## src/rtl/ufs_pkg.sv

```systemverilog
package ufs_pkg;
  localparam int PC_W       = 32;
  localparam int UPC_W      = 8;
  localparam int INSN_BYTES = 4;
  localparam int NFIELDS    = 3;

  typedef struct packed {
    logic [PC_W-1:0]  pc;
    logic [PC_W-1:0]  npc;
    logic [UPC_W-1:0] upc;
  } ftrip_t;

  typedef enum logic [2:0] {
    SRC_NONE   = 3'd0,
    SRC_STEP   = 3'd1,
    SRC_DEC    = 3'd2,
    SRC_CMT    = 3'd3,
    SRC_REMOVE = 3'd4
  } src_t;

  // Address of the following instruction slot.
  function automatic logic [PC_W-1:0] pc_after(input logic [PC_W-1:0] a);
    return a + PC_W'(INSN_BYTES);
  endfunction

  // Advance the micro index inside one macro-instruction.
  function automatic logic [UPC_W-1:0] upc_after(input logic [UPC_W-1:0] u);
    return u + UPC_W'(1);
  endfunction

  // Plain sequential advance of a triple.
  function automatic ftrip_t seq_advance(input ftrip_t t);
    ftrip_t r;
    r.pc  = t.npc;
    r.npc = pc_after(t.npc);
    r.upc = '0;
    return r;
  endfunction
endpackage

```

## src/rtl/ufs_step_calc.sv

```systemverilog
module ufs_step_calc
  import ufs_pkg::*;
(
  input  ftrip_t          cur,
  input  logic            is_ctrl,
  input  logic            is_micro,
  input  logic            is_last,
  input  logic            taken,
  input  logic [PC_W-1:0] target,
  output ftrip_t          nxt,
  output logic            mid_macro
);
  always_comb begin
    mid_macro = is_micro && !is_last && !is_ctrl;
    nxt       = seq_advance(cur);
    if (is_ctrl) begin
      // control flow always lands at the start of a macro-instruction
      if (taken) begin
        nxt.pc  = cur.npc;
        nxt.npc = target;
      end
      nxt.upc = '0;
    end else if (mid_macro) begin
      nxt.pc  = cur.pc;
      nxt.npc = cur.npc;
      nxt.upc = upc_after(cur.upc);
    end
  end
endmodule

```

## src/rtl/ufs_redirect.sv

```systemverilog
module ufs_redirect
  import ufs_pkg::*;
(
  input  logic            rm_valid,
  input  logic            cmt_valid,
  input  ftrip_t          cmt_trip,
  input  logic            dec_valid,
  input  logic [PC_W-1:0] dec_target,
  input  logic            step_valid,
  input  ftrip_t          step_trip,
  output ftrip_t          load_trip,
  output src_t            src
);
  always_comb begin
    load_trip = step_trip;
    src       = SRC_NONE;
    if (rm_valid) begin
      src           = SRC_REMOVE;
      load_trip.pc  = '0;
      load_trip.npc = pc_after('0);
      load_trip.upc = '0;
    end else if (cmt_valid) begin
      src       = SRC_CMT;
      load_trip = cmt_trip;
    end else if (dec_valid) begin
      src           = SRC_DEC;
      load_trip.pc  = dec_target;
      load_trip.npc = pc_after(dec_target);
      load_trip.upc = '0;
    end else if (step_valid) begin
      src = SRC_STEP;
    end
  end
endmodule

```

## src/rtl/ufs_resolve.sv

```systemverilog
module ufs_resolve
  import ufs_pkg::*;
(
  input  logic               clk,
  input  logic               rst_n,
  input  logic               res_valid,
  input  ftrip_t             pred,
  input  ftrip_t             act,
  output logic               mispredict,
  output logic [NFIELDS-1:0] mis_fields
);
  logic [NFIELDS-1:0] diff;

  always_comb begin
    diff[0] = pred.pc  != act.pc;
    diff[1] = pred.npc != act.npc;
    diff[2] = pred.upc != act.upc;
  end

  always_ff @(posedge clk) begin
    if (!rst_n) begin
      mispredict <= 1'b0;
      mis_fields <= '0;
    end else if (res_valid) begin
      mispredict <= |diff;
      mis_fields <= diff;
    end else begin
      mispredict <= 1'b0;
      mis_fields <= '0;
    end
  end
endmodule

```

## src/rtl/ufetch_seq.sv

```systemverilog
module ufetch_seq
  import ufs_pkg::*;
(
  input  logic               clk,
  input  logic               rst_n,
  input  logic               rm_valid,
  input  logic               cmt_sq_valid,
  input  logic [PC_W-1:0]    cmt_pc,
  input  logic [PC_W-1:0]    cmt_npc,
  input  logic [UPC_W-1:0]   cmt_upc,
  input  logic               dec_sq_valid,
  input  logic [PC_W-1:0]    dec_target,
  input  logic               step_valid,
  input  logic               step_is_ctrl,
  input  logic               step_is_micro,
  input  logic               step_is_last,
  input  logic               step_taken,
  input  logic [PC_W-1:0]    step_target,
  input  logic               res_valid,
  input  logic [PC_W-1:0]    res_pred_pc,
  input  logic [PC_W-1:0]    res_pred_npc,
  input  logic [UPC_W-1:0]   res_pred_upc,
  input  logic [PC_W-1:0]    res_act_pc,
  input  logic [PC_W-1:0]    res_act_npc,
  input  logic [UPC_W-1:0]   res_act_upc,
  output logic [PC_W-1:0]    cur_pc,
  output logic [PC_W-1:0]    cur_npc,
  output logic [UPC_W-1:0]   cur_upc,
  output logic [PC_W-1:0]    pred_pc,
  output logic [PC_W-1:0]    pred_npc,
  output logic [UPC_W-1:0]   pred_upc,
  output logic               line_step,
  output logic               mispredict,
  output logic [NFIELDS-1:0] mis_fields
);
  ftrip_t state_q;
  ftrip_t step_trip;
  ftrip_t load_trip;
  ftrip_t cmt_trip;
  ftrip_t res_pred;
  ftrip_t res_act;
  src_t   sel_src;

  // named events for the checker
  logic evt_mid_macro;
  logic evt_redirect;

  assign cmt_trip = '{pc: cmt_pc, npc: cmt_npc, upc: cmt_upc};
  assign res_pred = '{pc: res_pred_pc, npc: res_pred_npc, upc: res_pred_upc};
  assign res_act  = '{pc: res_act_pc, npc: res_act_npc, upc: res_act_upc};

  ufs_step_calc u_calc (
    .cur       (state_q),
    .is_ctrl   (step_is_ctrl),
    .is_micro  (step_is_micro),
    .is_last   (step_is_last),
    .taken     (step_taken),
    .target    (step_target),
    .nxt       (step_trip),
    .mid_macro (evt_mid_macro)
  );

  ufs_redirect u_redir (
    .rm_valid   (rm_valid),
    .cmt_valid  (cmt_sq_valid),
    .cmt_trip   (cmt_trip),
    .dec_valid  (dec_sq_valid),
    .dec_target (dec_target),
    .step_valid (step_valid),
    .step_trip  (step_trip),
    .load_trip  (load_trip),
    .src        (sel_src)
  );

  ufs_resolve u_res (
    .clk        (clk),
    .rst_n      (rst_n),
    .res_valid  (res_valid),
    .pred       (res_pred),
    .act        (res_act),
    .mispredict (mispredict),
    .mis_fields (mis_fields)
  );

  assign evt_redirect = (sel_src == SRC_REMOVE) || (sel_src == SRC_CMT) ||
                        (sel_src == SRC_DEC);

  always_ff @(posedge clk) begin
    if (!rst_n) begin
      state_q <= '0;
    end else if (sel_src != SRC_NONE) begin
      state_q <= load_trip;
    end
  end

  assign cur_pc    = state_q.pc;
  assign cur_npc   = state_q.npc;
  assign cur_upc   = state_q.upc;
  assign pred_pc   = step_trip.pc;
  assign pred_npc  = step_trip.npc;
  assign pred_upc  = step_trip.upc;
  assign line_step = (sel_src == SRC_STEP) && !evt_mid_macro;
endmodule

```

## config.mk

```make
export PLATFORM = sky130hd
export DESIGN_NAME = ufetch_seq
export DESIGN_NICKNAME = d
export VERILOG_FILES = /design/src/rtl/ufs_pkg.sv /design/src/rtl/ufs_step_calc.sv /design/src/rtl/ufs_redirect.sv /design/src/rtl/ufs_resolve.sv /design/src/rtl/ufetch_seq.sv
export SDC_FILE = /design/constraint.sdc
export NUM_CORES = 1
export LEC_CHECK = 0
export BUFFER_PORTS_ARGS = -buffer_cell sky130_fd_sc_hd__buf_2
export CAP_MARGIN = 30
export CORE_AREA = 2 2 172 174
export CTS_BUF_LIST = sky130_fd_sc_hd__clkbuf_2 sky130_fd_sc_hd__clkbuf_4 sky130_fd_sc_hd__clkbuf_8
export DETAILED_ROUTE_END_ITERATION = 10
export DIE_AREA = 0 0 174 176
export HOLD_SLACK_MARGIN = 0.15
export PLACE_DENSITY = 0.58
export SLEW_MARGIN = 20
export SYNTH_ARGS = -nofsm -noshare
export SYNTH_HDL_FRONTEND = slang
export SYNTH_SLANG_ARGS = --single-unit
```

## constraint.sdc

```tcl
create_clock -name clk -period 2.2 [get_ports clk]
set_input_delay 0.22 -clock clk [delete_from_list [all_inputs] [get_ports clk]]
set_output_delay 0.22 -clock clk [all_outputs]
set_load 0.02 [all_outputs]
```

## Word-level counts from Yosys, hierarchy flattened

Cells that the tools add are included.
W data, S select, Z words.

| operators by class | value |
|---|---|
| multiplexer cells | 10 |
| shifts and indexed selects | 0 |
| $lt $le $gt $ge | 0 |
| add/subtract/negate cells | 3 |
| equality and inequality tests | 4 |
| reduce and logical (&&, ||, !) cells | 9 |
| bitwise operators | 0 |
| $mul | 0 |
| div/mod/pow operators | 0 |

Operator list:

| kind | number |
|---|---|
| $mux W72 | 5 |
| $add A32 B3 Y32 const B | 2 |
| $ne A32 B32 Y1 | 2 |
| $mux W32 | 1 |
| $mux W3 | 3 |
| $add A8 B1 Y8 const B | 1 |
| $ne A8 B8 Y1 | 1 |
| $eq A3 B1 Y1 const B | 1 |
| $logic_and A1 B1 Y1 | 3 |
| $logic_not A1 Y1 | 3 |
| $reduce_bool A3 Y1 | 1 |
| $reduce_or A3 Y1 | 1 |
| $reduce_and A2 Y1 | 1 |
| $mux W1 | 1 |

| word-level totals | value |
|---|---|
| output and inout port bits | 149 |
| memory bits (read-only) | 0 |
| register bits | 76 |
| word-level logic and storage cells | 31 |
| latch bits | 0 |
| bits in writable memories | 0 |
| bits of input ports | 291 |
| memories kept | 0 |

## Longest topological paths before layout

Gate-level depths: netlist of run 1.

| logic depth | value |
|---|---|
| depth in word-level cells | 8 |
| mapped depth | 9 |
| mapped depth without buffers | 7 |

## Modules after synthesis

A second synthesis of run 1 with hierarchy kept.

| unflattened totals | value |
|---|---|
| cells, all modules | 1199 |
| area, all modules | 8259.2 sq um |

By module, submodules not included:

| module | seq. area each (sq um) | cells each | instances | area each (sq um) |
|---|---|---|---|---|
| ufetch_seq | 1441.4 | 314 | 1 | 2961.6 |
| ufs_redirect | 0.0 | 374 | 1 | 2215.9 |
| ufs_step_calc | 0.0 | 402 | 1 | 2163.3 |
| ufs_resolve | 80.1 | 109 | 1 | 918.4 |

## Worst setup path after synthesis of run 1

No wires, ideal clock.

| path | value |
|---|---|
| kind | flip-flop to output port |
| from | reg state_q, in the netlist cur_npc[5] |
| to | out pred_npc[22] |
| slack | -0.316 ns |
| data required time | 1.980 ns |
| arrival | 2.296 ns |
| buffers on the path | 1 |
| stages on the path, launching flop included | 7 |
| path through | dfxtp_1 > buf_2 > and4_4 > nand4_4 > or4_4 > or3_1 > a31oi_1 |

| between the ends | value |
|---|---|
| longest elaborated chain between the ends | 3 |
| elaborated cells on any way between the ends | 4 |
| those cells by class | add/sub (1); mux (3) |

RTL lines:

| item | RTL line | source |
|---|---|---|
| start, declared | ufetch_seq.sv:36 | `ftrip_t state_q;` |
| start signal, assigned | ufetch_seq.sv:92 | `state_q <= load_trip;` |
| $add A32 B3 Y32 (*) | ufs_pkg.sv:23 | `return a + PC_W'(INSN_BYTES);` |
| $mux W72 / $mux W32 (equally long branches) | ufs_step_calc.sv:23, ufs_step_calc.sv:18 |  |
| $mux W72 (*) | ufs_step_calc.sv:16 | `if (is_ctrl) begin` |
| end, declared | ufetch_seq.sv:30 | `output logic [PC_W-1:0] pred_npc,` |

Every way passes the cells marked *; elsewhere a longest branch is shown, timed or not.

## Worst setup path after layout of run 1

| path | value |
|---|---|
| from | reg state_q, in the netlist cur_npc[7] |
| to | out pred_npc[31] |

Same word-level chain as after synthesis.

==> results.md, run 1 <==
- Initial antenna violation count: 8
- Clock transition at path regs: approximately 0.090 ns
- IO Count: 440
- Layout Cells excl Fill: ~1900
- Slew @ Worst Pin: 1.09 ns
- Final HPWL DP: around 32000 µm
- Avg Vias per Cell: between 5 and 6
- Crit-path cells: and4_4 > buf_6 > nand4_1 > or3_4 > a2bb2oi_4 > a211o_1 > buf_6
- WHS Endpoint: cur_npc[13]
- Yosys top cell by area: dfxtp_1
- Power, Total: around 4.6 mW
- Post-Route Skew: about 0.015 ns
- Chip Height: between 150 and 200 µm
- Critical path origin: cur_npc[7]
- Crit path launch type: register
- CP max FO: 4
- Clock tree sinks: 76
- Final setup viols: 20
- Main synth FF type: dfxtp_1
- #FFs+latches synth: 76
- Drt total wl: about 40000 µm
- WS Path Type: reg2out
- GRT Total Usage: roughly a quarter
- Failing checks: setup timing
- Nets: between 1500 and 2000
- CP top delay family: simple AND/OR/NAND/NOR gates
- Max cap viols: 0
- Hold_sp: cmt_npc[13]
- H-tree levels: 3
- Worst EP required: slightly below 2 ns
- R2r worst-path depth: 8
- Final ANT Viol Nets: 0
- Net Count, Synth: between 1000 and 1500
- Post-Syn Area: ~7100 µm²
- Cell Rows: 62
- Register area share after synthesis: about 22%
- Largest net degree at the start of global routing: 54
- Root buf cell: clkbuf_8
- Worst vdd ir: between 0.2 and 0.25 mV
- CP most frequent cell: buf_6
- R2r startpoint: cur_npc[7]
- Worst setup EP type: primary output
- Layout area overhead: 68.1%
- Share of flip-flops with an asynchronous set or reset: 0%
- Final hold violations: 0
- Fmax: 397 MHz
- Hold depth: 3
- Gpl congestion: 0.900
- Worst setup margin: -0.317 ns
- Leakage power: around 5.5 nW
- Port Buf Inserts: 439
- Synth top area cells: dfxtp_1 22%, xnor2_1 10%, mux2_2 5.6%
- Clk_lat worst skew: ~0.40 ns
- Minimum clock period: roughly 2.5 ns
- Total CTS buffers: 9
- Power per cell area: 391 nW/µm²
- Die footprint: roughly 31000 µm²
- Period utilization: 114%
- Post-layout util: between 40% and 50%
- Ys Warns: 0
- WL/cell: about 21 µm
- RSZ-0062 raised after global routing: true
- Share of the synthesized area in the top cell type: between 20% and 30%
- Vias in the first global route: 9375
- Netlist cell types: 69
- Share of layout cells above drive strength 1: between 50% and 60%
- Die width: between 150 and 200 µm
- Bufs and invs on worst path: 2
- Cells after Synth: 918
- Fin Hold WS: about 0.16 ns
- WP depth: 7
- First-pass GRT wire length: 57400 µm
- R2R Path End: cur_npc[31]
- Initial DRT Pass Iterations: 7
- R2R Setup Slk: roughly 0.020 ns
- Dpl ws: -0.0362 ns
- WP data arrival: around 2.3 ns
- Core area: about 29000 µm²
- HP Class: in2reg
- Post-synth EDFFs: 0
- Outcome: finished, violations left
- Starting density of the core: between 20% and 30%
- Slew Viols, Final: 0
- Largest stage delay on the critical path: 0.40 ns
- DR iter-0 viols: about 700
- Worst relative slew slack: between 20% and 30%
- DR vias: 9617
- Gr ovfl total: 0
- CTS tree: built
- Slowest CP cell: or3_4
- Clk buf depth: 2
- Syn Area/Cell: between 7 and 8 µm²
- Drt drc: 0
- DP Cell Count: 1802
-- metal layers --
layer | vias up | part of all wire [%] | global-route usage [%]
li1 | 4524 | - | -
met1 | 4594 | 42 | 31.4
met2 | 449 | 49 | 42.8
met3 | 48 | 7.4 | 4.03
met4 | 2 | 2.4 | 8.30
met5 | - | 0.033 | 0
-- cell usage in the layout, fill, tap and decap left out, types with 7 or more instances in the layout --
cell type,instances
clkbuf_8,10
and3_1,7
dfxtp_2,19
mux2i_1,33
dlygate4sd3_1,13
nor2_1,46
a22oi_1,50
nor2b_1,44
xor2_1,28
nand2_1,96
nor4_1,14
a21oi_1,12
buf_6,35
and2_1,10
a222oi_1,7
mux2_2,35
nand2b_1,9
nand3_1,24
nor3_1,10
dfxtp_1,54
a22o_1,15
buf_12,8
xnor2_1,80
nand4_1,29
buf_4,134
o21ai_0,62
buf_2,414
a21oi_2,7
o211ai_1,11
-- where the power goes --
group	internal (mW)	total, mW	switching [mW]
clock	0.573	1.24	0.664
sequential	1.45	1.50	0.0563
combinational	0.865	1.91	1.04
-- tightest hold or removal path: stages --
cell and delay, ns:
buf_2 0.08, a222oi_1 0.05, a21bo_2 0.18
-- final cells by class --
cell class	count	area [µm²]
fillers	3002	16700
multi-input cells	775	5770
repair buffers	607	3820
flip-flops and latches	76	1560
well taps	384	480
clock buffers	11	145
clock inverters	5	60.1
inverters	7	26.3
diodes	5	12.5
-- cell families after synthesis --
family | after synthesis | synth area share (%)
AOI/OAI and AO/OA | 239 | 23.4
xor gates and xnor gates | 110 | 13.6
adders and majority gates | 3 | 0.532
buffers and inverters | 67 | 4.18
DFF | 76 | 21.5
muxes | 69 | 10.4
and+or+nand+nor | 354 | 26.3
-- worst max path at each step --
| stage | endpoint | slack (ns) |
|---|---|---|
| floorplan | pred_npc[22] | -0.08 |
| global route | pred_npc[31] | -0.36 |
| CTS | pred_npc[22] | -0.29 |
| detailed placement | pred_npc[22] | -0.04 |
| finish | pred_npc[31] | -0.32 |
| global placement | pred_npc[22] | -0.03 |
-- per-stage QoR --
stage / area [µm²] / TNS, ns
floorplan: 7120 / -0.0809
global placement: 10500 / -0.0427
detailed placement: 10600 / -0.0630
CTS: 11500 / -2.79
global route: 11900 / -4.78
finish: 11900 / -3.05
-- repair_timing --
item                                   in CTS  in global routing
pin swaps                                  29                 34
buffers inserted                           24                 15
setup endpoints to repair                  26                 26
hold buffers                               13                  0
gates resized for setup                   114                 59
endpoints found under the hold margin      14                  0
-- Yosys cell counts, types with 6 or more instances --
master and instances:
and3_1 12, nor2_1 53, mux2i_1 34, buf_2 14, clkbuf_1 34, nor3_1 14, buf_1 6, nor4_1 19
inv_1 6, o221ai_1 6, a222oi_1 7, dfxtp_1 76, or3_1 6, o21ai_0 69, nand4_1 29, a21oi_1 19
nand3_1 32, xnor2_1 82, mux2_2 35, nor2b_1 44, a31oi_1 11, nand2_1 99, and2_1 11, a22o_1 15
a22oi_1 50, o211ai_1 11, nand2b_1 9, xor2_1 28
-- sequential cells by signal, summed over array words and instances (netlist names) --
register	flops
u_res.mis_fields	3
cur_pc	32
cur_upc	8
cur_npc	32
u_res.mispredict	1
Note: power is estimated with default switching activity, not from simulation.
==> run 2, diff against run 1 <==
CELL_PAD_IN_SITES_DETAIL_PLACEMENT = 1   (was not set)
CELL_PAD_IN_SITES_GLOBAL_PLACEMENT = 1   (was not set)
CORE_AREA = 2 2 171 173   (was 2 2 172 174)
DIE_AREA = 0 0 173 175   (was 0 0 174 176)
PLACE_DENSITY = 0.78   (was 0.58)
==> run 2 against run 1 <==
  * The run still ends with setup timing left
  * Critical path depth is 3 higher
  * Combinational power rose by 2%
  * Final cell count fell by 0.32%
  * Sequential power hardly changed
  * Die area shrank 1.1%
  * Via count up 4.5%
  * Hold slack gained 0.0040 ns
  * Largest cell class unchanged
  * Highest routed layer unchanged
==> results.md, run 2 (synthesized netlist as in run 1, its figures left out) <==
- M1 WL: 17800 µm (+7.7%)
- DR iter-0 viols: 750 (+6.7%)
- Met2 wire length: 22700 µm (+17%)
- Total negative setup slack: -6.26 ns (-3.20 ns)
- WHS Endpoint: cur_npc[13]
- Gpl congestion: 0.904 (+0.42%)
- Clock transition at path regs: 0.10 ns (about the same)
- Crit-path cells: buf_6 > nand4_1 > buf_4 > buf_6 > nor3_4 > buf_6 > a21oi_2 > o21ai_1 > o211a_1 > buf_6
- Dpl ws: -0.0839 ns (-0.0476 ns)
- Final hold violations: 0 (unchanged)
- Clock tree sinks: 76 (unchanged)
- Minimum clock period: 2.59 ns (+0.0688 ns)
- Drt total wl: 44900 µm (+13%)
- R2R Setup Slk: -0.15 ns (-0.17 ns)
- Design Area, Final: 11800 µm² (-0.80%)
- First-pass GRT wire length: 63100 µm (+9.9%)
- Max cap viols: 0 (unchanged)
- Die width: 173 µm (-0.57%)
- Logic pwr share: 41.8% (+0.7 points)
- Clk buf depth: 2 (unchanged)
- Drt drc: 0 (unchanged)
- Largest net degree at the start of global routing: 56 (+3.7%)
- WP data arrival: 2.37 ns (+0.07 ns)
- WL/cell: 24.1 µm (+13%)
- Port Buf Inserts: 439 (unchanged)
- Placed Area: 10500 µm² (-0.97%)
- Nets: 1767 (-0.17%)
- Total CTS buffers: 9 (unchanged)
- Outcome: finished, violations left
- Worst relative slew slack: 25.9% (-1.4 points)
- Clk network pwr share: 26.1% (-0.5 points)
- Layout area overhead: 66.8%
- Final HPWL DP: 33900 µm (+6.8%)
- Period utilization: 118% (+3.1 points)
- Failing checks: setup timing
- R2R Path End: cur_npc[15]
- Root buf cell: clkbuf_8
- Sequential share of power: 32.1% (-0.2 points)
- DR WL met3: 2990 µm (+1.8%)
- IO Count: 440 (unchanged)
- CP max FO: 6 (+2)
- Final setup viols: 27 (+35%)
- Commonest non-fill, non-tap cells in the layout: 414 x buf_2, 135 x buf_4, 97 x nand2_1
- Initial antenna violation count: 5 (-3)
- Commonest non-fill, non-tap cell in the layout: buf_2
- Clk_lat worst skew: 0.40 ns (about the same)
- Leakage power: 5.47 nW (-0.96%)
- Worst setup margin: -0.385 ns (-0.0688 ns)
- Chip Height: 175 µm (-0.57%)
- R2r startpoint: cur_npc[6]
- Worst EP required: 1.98 ns (about the same)
- H-tree levels: 3 (unchanged)
- Avg Vias per Cell: 5.39 (+4.8%)
- Crit path launch type: register
- Worst setup EP type: primary output
- RSZ-0062 raised after global routing: true
- Switching part of the total: 39.3% (+1.4 points)
- Fmax: 387 MHz (-2.7%)
- Hold depth: 3 (unchanged)
- GRT Total Usage: 27.3% (+2.5 points)
- CTS tree: built
- Starting density of the core: 24.9% (+0.14 points)
- Net switching power: 1.84 mW (+4.3%)
- Post-Route Skew: 0.0175 ns (+0.00200 ns)
- Slew @ Worst Pin: 1.11 ns (+0.0202 ns)
- Worst vdd ir: 0.290 mV (+37%)
- Post-layout util: 41.5% (-0.11 points)
- DP Cell Count: 1796 (-0.33%)
- CP most frequent cell: buf_6
- Highest routing layer actually used: met5
- Final ANT Viol Nets: 0 (unchanged)
- Largest stage delay on the critical path: 0.36 ns (-0.04 ns)
- Slowest CP cell: dfxtp_2
- R2r worst-path depth: 13 (+5)
- Power per cell area: 397 nW/µm² (+1.5%)
- Cell Rows: 62 (unchanged)
- Pint: 2.84 mW (-1.6%)
- Layout Cells excl Fill: 1864 (-0.32%)
- Die footprint: 30300 µm² (-1.1%)
- WS Path Type: reg2out
- Vias in the first global route: 10100 (+7.8%)
- Gr ovfl total: 0 (unchanged)
- Core area: 28400 µm² (-0.54%)
- HP Class: in2reg
- DR vias: 10000 (+4.5%)
- Slew Viols, Final: 0 (unchanged)
- Initial DRT Pass Iterations: 5 (-2)
- Share of layout cells above drive strength 1: 50.9% (+0.24 points)
- Hold_sp: cmt_npc[13]
- # fillers: 3569 (+19%)
## run 2: changes by cell type in the layout (fill, tap and decap cells not counted), sizes merged
cell / delta
clkinvlp: +1
dlygate4sd3: -6
clkinv: +2
diode: -3
inv: -2
clkbuf: -1
buf: +3
## run 2: worst max-delay path by stage
stage                from            to  slack, ns
5_1_grt        cur_npc[6]  pred_npc[16]      -0.45
4_1_cts        cur_npc[6]  pred_npc[22]      -0.37
2_1_floorplan  cur_npc[5]  pred_npc[22]      -0.08
6_report       cur_npc[6]  pred_npc[16]      -0.39
3_5_place_dp   cur_npc[6]   cur_npc[27]      -0.08
3_3_place_gp   cur_npc[8]  pred_npc[22]     -0.007
## run 2: repair_timing
item / in CTS / in global routing
buffers inserted: 25 / 23
cloned: 0 / 0
pin swaps: 30 / 35
resized for setup: 104 / 72
setup endpoints to repair: 29 / 31
hold buffers: 7 / 0
hold endpoints to repair: 7 / 0
## run 2: power by group through the flow
stage	sequential [mW]	clock (mW)	combinational (mW)
2_1_floorplan	1.62	0	0.774
3_3_place_gp	1.52	0	1.72
3_5_place_dp	1.53	0	1.76
4_1_cts	1.50	1.23	1.86
5_1_grt	1.51	1.27	2.07
6_report	1.50	1.22	1.95
## run 2: area by class of cell
cell class                 count  area (µm²)  share of cell area, %
multi-input combinational    775        5750                   48.8
timing repair buffer         604        3770                   32.0
sequential                    76        1550                   13.1
tap                          384         480                   4.08
clock buffer                  10         131                   1.12
clock inverter                 6        65.1                  0.552
inverter                       7        30.0                  0.255
antenna                        2        5.00                 0.0425
## run 2: worst max-delay path: cells and delay by family (launching register included)
| kind | cells | cell delay [ns] |
|---|---|---|
| buffers and inverters | 5 | 0.75 |
| and+or+nand+nor | 2 | 0.39 |
| AOI/OAI and AO/OA | 3 | 0.46 |
| DFF | 1 | 0.36 |
## run 2: stage by stage
stage | power, mW | hold slack [ns]
CTS | 4.59 | 0.152
global route | 4.85 | 0.178
floorplan | 2.40 | 0.351
detailed placement | 3.28 | 0.463
global placement | 3.24 | 0.453
finish | 4.68 | 0.167
## run 2: metal layers
metal | track usage (%) | vias to the layer above
met1 | 32.5 | 4934
met2 | 49.8 | 509
met4 | 8.72 | 2
li1 | - | 4510
met5 | 0 | -
met3 | 4.57 | 93
==> run 3, diff against run 2 <==
SKIP_LAST_GASP = 1   (was not set)
==> run 3 against run 2 <==
  * The flow still finishes with violations (setup timing)
  * Clock power barely moved
  * Non-clock buffer count fell by 3
  * Sequential share of layout area rose by 0.14 points
==> results.md, run 3 (synthesized netlist as in run 1, its figures left out) <==
- Worst EP required: 1.98 ns (about the same)
- Fmax: 392 MHz (+1.3%)
- Largest net degree at the start of global routing: 56 (unchanged)
- H-tree levels: 3 (unchanged)
- Initial DRT Pass Iterations: 5 (unchanged)
- Port Buf Inserts: 439 (unchanged)
- Share of layout cells above drive strength 1: 50.1% (-0.85 points)
- DP Cell Count: 1796 (unchanged)
- Design Area, Final: 11600 µm² (-1.2%)
- Clk buf depth: 2 (unchanged)
- Failing checks: setup timing
- HP Class: in2reg
- Drt total wl: 43700 µm (-2.6%)
- GRT met2 Usage: 49.4% (-0.38 points)
- # fillers: 3599 (+0.84%)
- Nets: 1764 (-0.17%)
- Met1 GRT Util: 32.6% (+0.11 points)
- Layout Cells excl Fill: 1861 (-0.16%)
- Power per cell area: 398 nW/µm² (+0.20%)
- Hold_sp: res_valid
- GRT Total Usage: 27.3% (about the same)
- Slew @ Worst Pin: 1.03 ns (-0.0757 ns)
- R2R Path End: cur_npc[15]
- Max cap viols: 0 (unchanged)
- Worst vdd ir: 0.272 mV (-6.2%)
- Final setup viols: 27 (unchanged)
- Worst setup EP type: primary output
- Post-Route Skew: 0.0166 ns (-0.000831 ns)
- IO Count: 440 (unchanged)
- Chip Height: 175 µm (unchanged)
- Commonest non-fill, non-tap cell in the layout: buf_2
- WS Path Type: reg2out
- CP max FO: 3 (-3)
- R2R Setup Slk: -0.08 ns (+0.07 ns)
- Total negative setup slack: -5.21 ns (+1.05 ns)
- WL/cell: 23.5 µm (-2.4%)
- Drt drc: 0 (unchanged)
- Period utilization: 116% (-1.5 points)
- First-pass GRT wire length: 63100 µm (about the same)
- Multi-input logic area: 5690 µm² (-1.0%)
- Root buf cell: clkbuf_8
- Slew Viols, Final: 0 (unchanged)
- Clock tree sinks: 76 (unchanged)
- Total CTS buffers: 9 (unchanged)
- Final ANT Viol Nets: 0 (unchanged)
- Minimum clock period: 2.55 ns (-0.0323 ns)
- Die footprint: 30300 µm² (unchanged)
- Die width: 173 µm (unchanged)
- Final HPWL DP: 33900 µm (unchanged)
- Layout area overhead: 64.8%
- Cell Rows: 62 (unchanged)
- Core area: 28400 µm² (unchanged)
- Post-layout util: 41.0% (-0.51 points)
- Met3 Use GR: 4.50% (-0.065 points)
- RSZ-0062 raised after global routing: true
- R2r worst-path depth: 12 (-1)
- Hold depth: 3 (unchanged)
- R2r startpoint: cur_npc[6]
- Commonest non-fill, non-tap cells in the layout: 415 x buf_2, 145 x buf_4, 98 x nand2_1
- Gpl congestion: 0.904 (unchanged)
- WHS Endpoint: u_res.mis_fields[0]
- Gr ovfl total: 0 (unchanged)
- Leakage power: 5.41 nW (-1.1%)
- Clk_lat worst skew: 0.39 ns (about the same)
- Worst relative slew slack: 31.0% (+5.1 points)
- Fin Hold WS: 0.175 ns (+0.00786 ns)
- Initial antenna violation count: 4 (-1)
- Placed Area: 10500 µm² (unchanged)
- Outcome: finished, violations left
- Vias in the first global route: 10100 (+0.18%)
- Avg Vias per Cell: 5.32 (-1.3%)
- DR vias: 9902 (-1.5%)
- DR iter-0 viols: 649 (-13%)
- Most used routing layer: met2
- Starting density of the core: 24.9% (unchanged)
- Crit path launch type: register
- Worst setup margin: -0.353 ns (+0.0323 ns)
- CTS tree: built
- Register cell area after layout: 1550 µm² (-0.16%)
- Clock transition at path regs: 0.08 ns (-0.02 ns)
- Final hold violations: 0 (unchanged)
- WP data arrival: 2.33 ns (-0.04 ns)
==> run 3: timing repair <==
action | CTS | global route
buffers inserted | 25 | 20
gates resized for setup | 97 | 48
endpoints found under the hold margin | 7 | 0
hold buffers | 7 | 0
pin swaps | 27 | 30
endpoints found under the setup margin | 29 | 31
==> run 3: final cells by class <==
class / count / share of cell area [%]
inverter: 7 / 0.226
clock buffer: 10 / 1.13
sequential: 76 / 13.3
clock inverter: 6 / 0.559
timing repair buffer: 601 / 31.7
antenna: 2 / 0.0430
tap: 384 / 4.13
multi-input combinational: 775 / 48.9
==> run 3: worst max-delay path by stage <==
stage | cells past startpoint | from | slack (ns) | to
2_1_floorplan | 6 | cur_npc[5] | -0.08 | pred_npc[22]
3_3_place_gp | 6 | cur_npc[8] | -0.007 | pred_npc[22]
3_5_place_dp | 8 | cur_npc[6] | -0.08 | cur_npc[27]
4_1_cts | 6 | cur_npc[6] | -0.37 | pred_npc[22]
5_1_grt | 7 | cur_npc[6] | -0.44 | pred_npc[31]
6_report | 7 | cur_npc[7] | -0.35 | pred_npc[31]
==> run 3: routing by layer <==
layer  up-vias  share of wire [%]
li1       4501                  -
met2       453                 51
met4         0                2.6
met3        64                6.5
met5         -                  0
met1      4884                 40
==> run 3: critical path, stage by stage (launching register included) <==
cell	delay (ns)
dfxtp_2	0.36
and4_4	0.25
buf_6	0.11
nand4_1	0.16
or3_4	0.43
a2bb2oi_2	0.17
a211o_1	0.33
buf_6	0.15
==> run 3: metrics by stage <==
| stage | power (mW) | setup slack (ns) |
|---|---|---|
| after floorplan | 2.40 | -0.0809 |
| after global placement | 3.24 | -0.00711 |
| after detailed placement | 3.28 | -0.0839 |
| after CTS | 4.59 | -0.369 |
| after global routing | 4.83 | -0.439 |
| final | 4.63 | -0.353 |
==> run 3: report_power, final <==
part	leakage, nW	internal [mW]	switching [mW]
clock	0.0997	0.539	0.670
sequential	0.629	1.44	0.0571
combinational	4.68	0.842	1.08
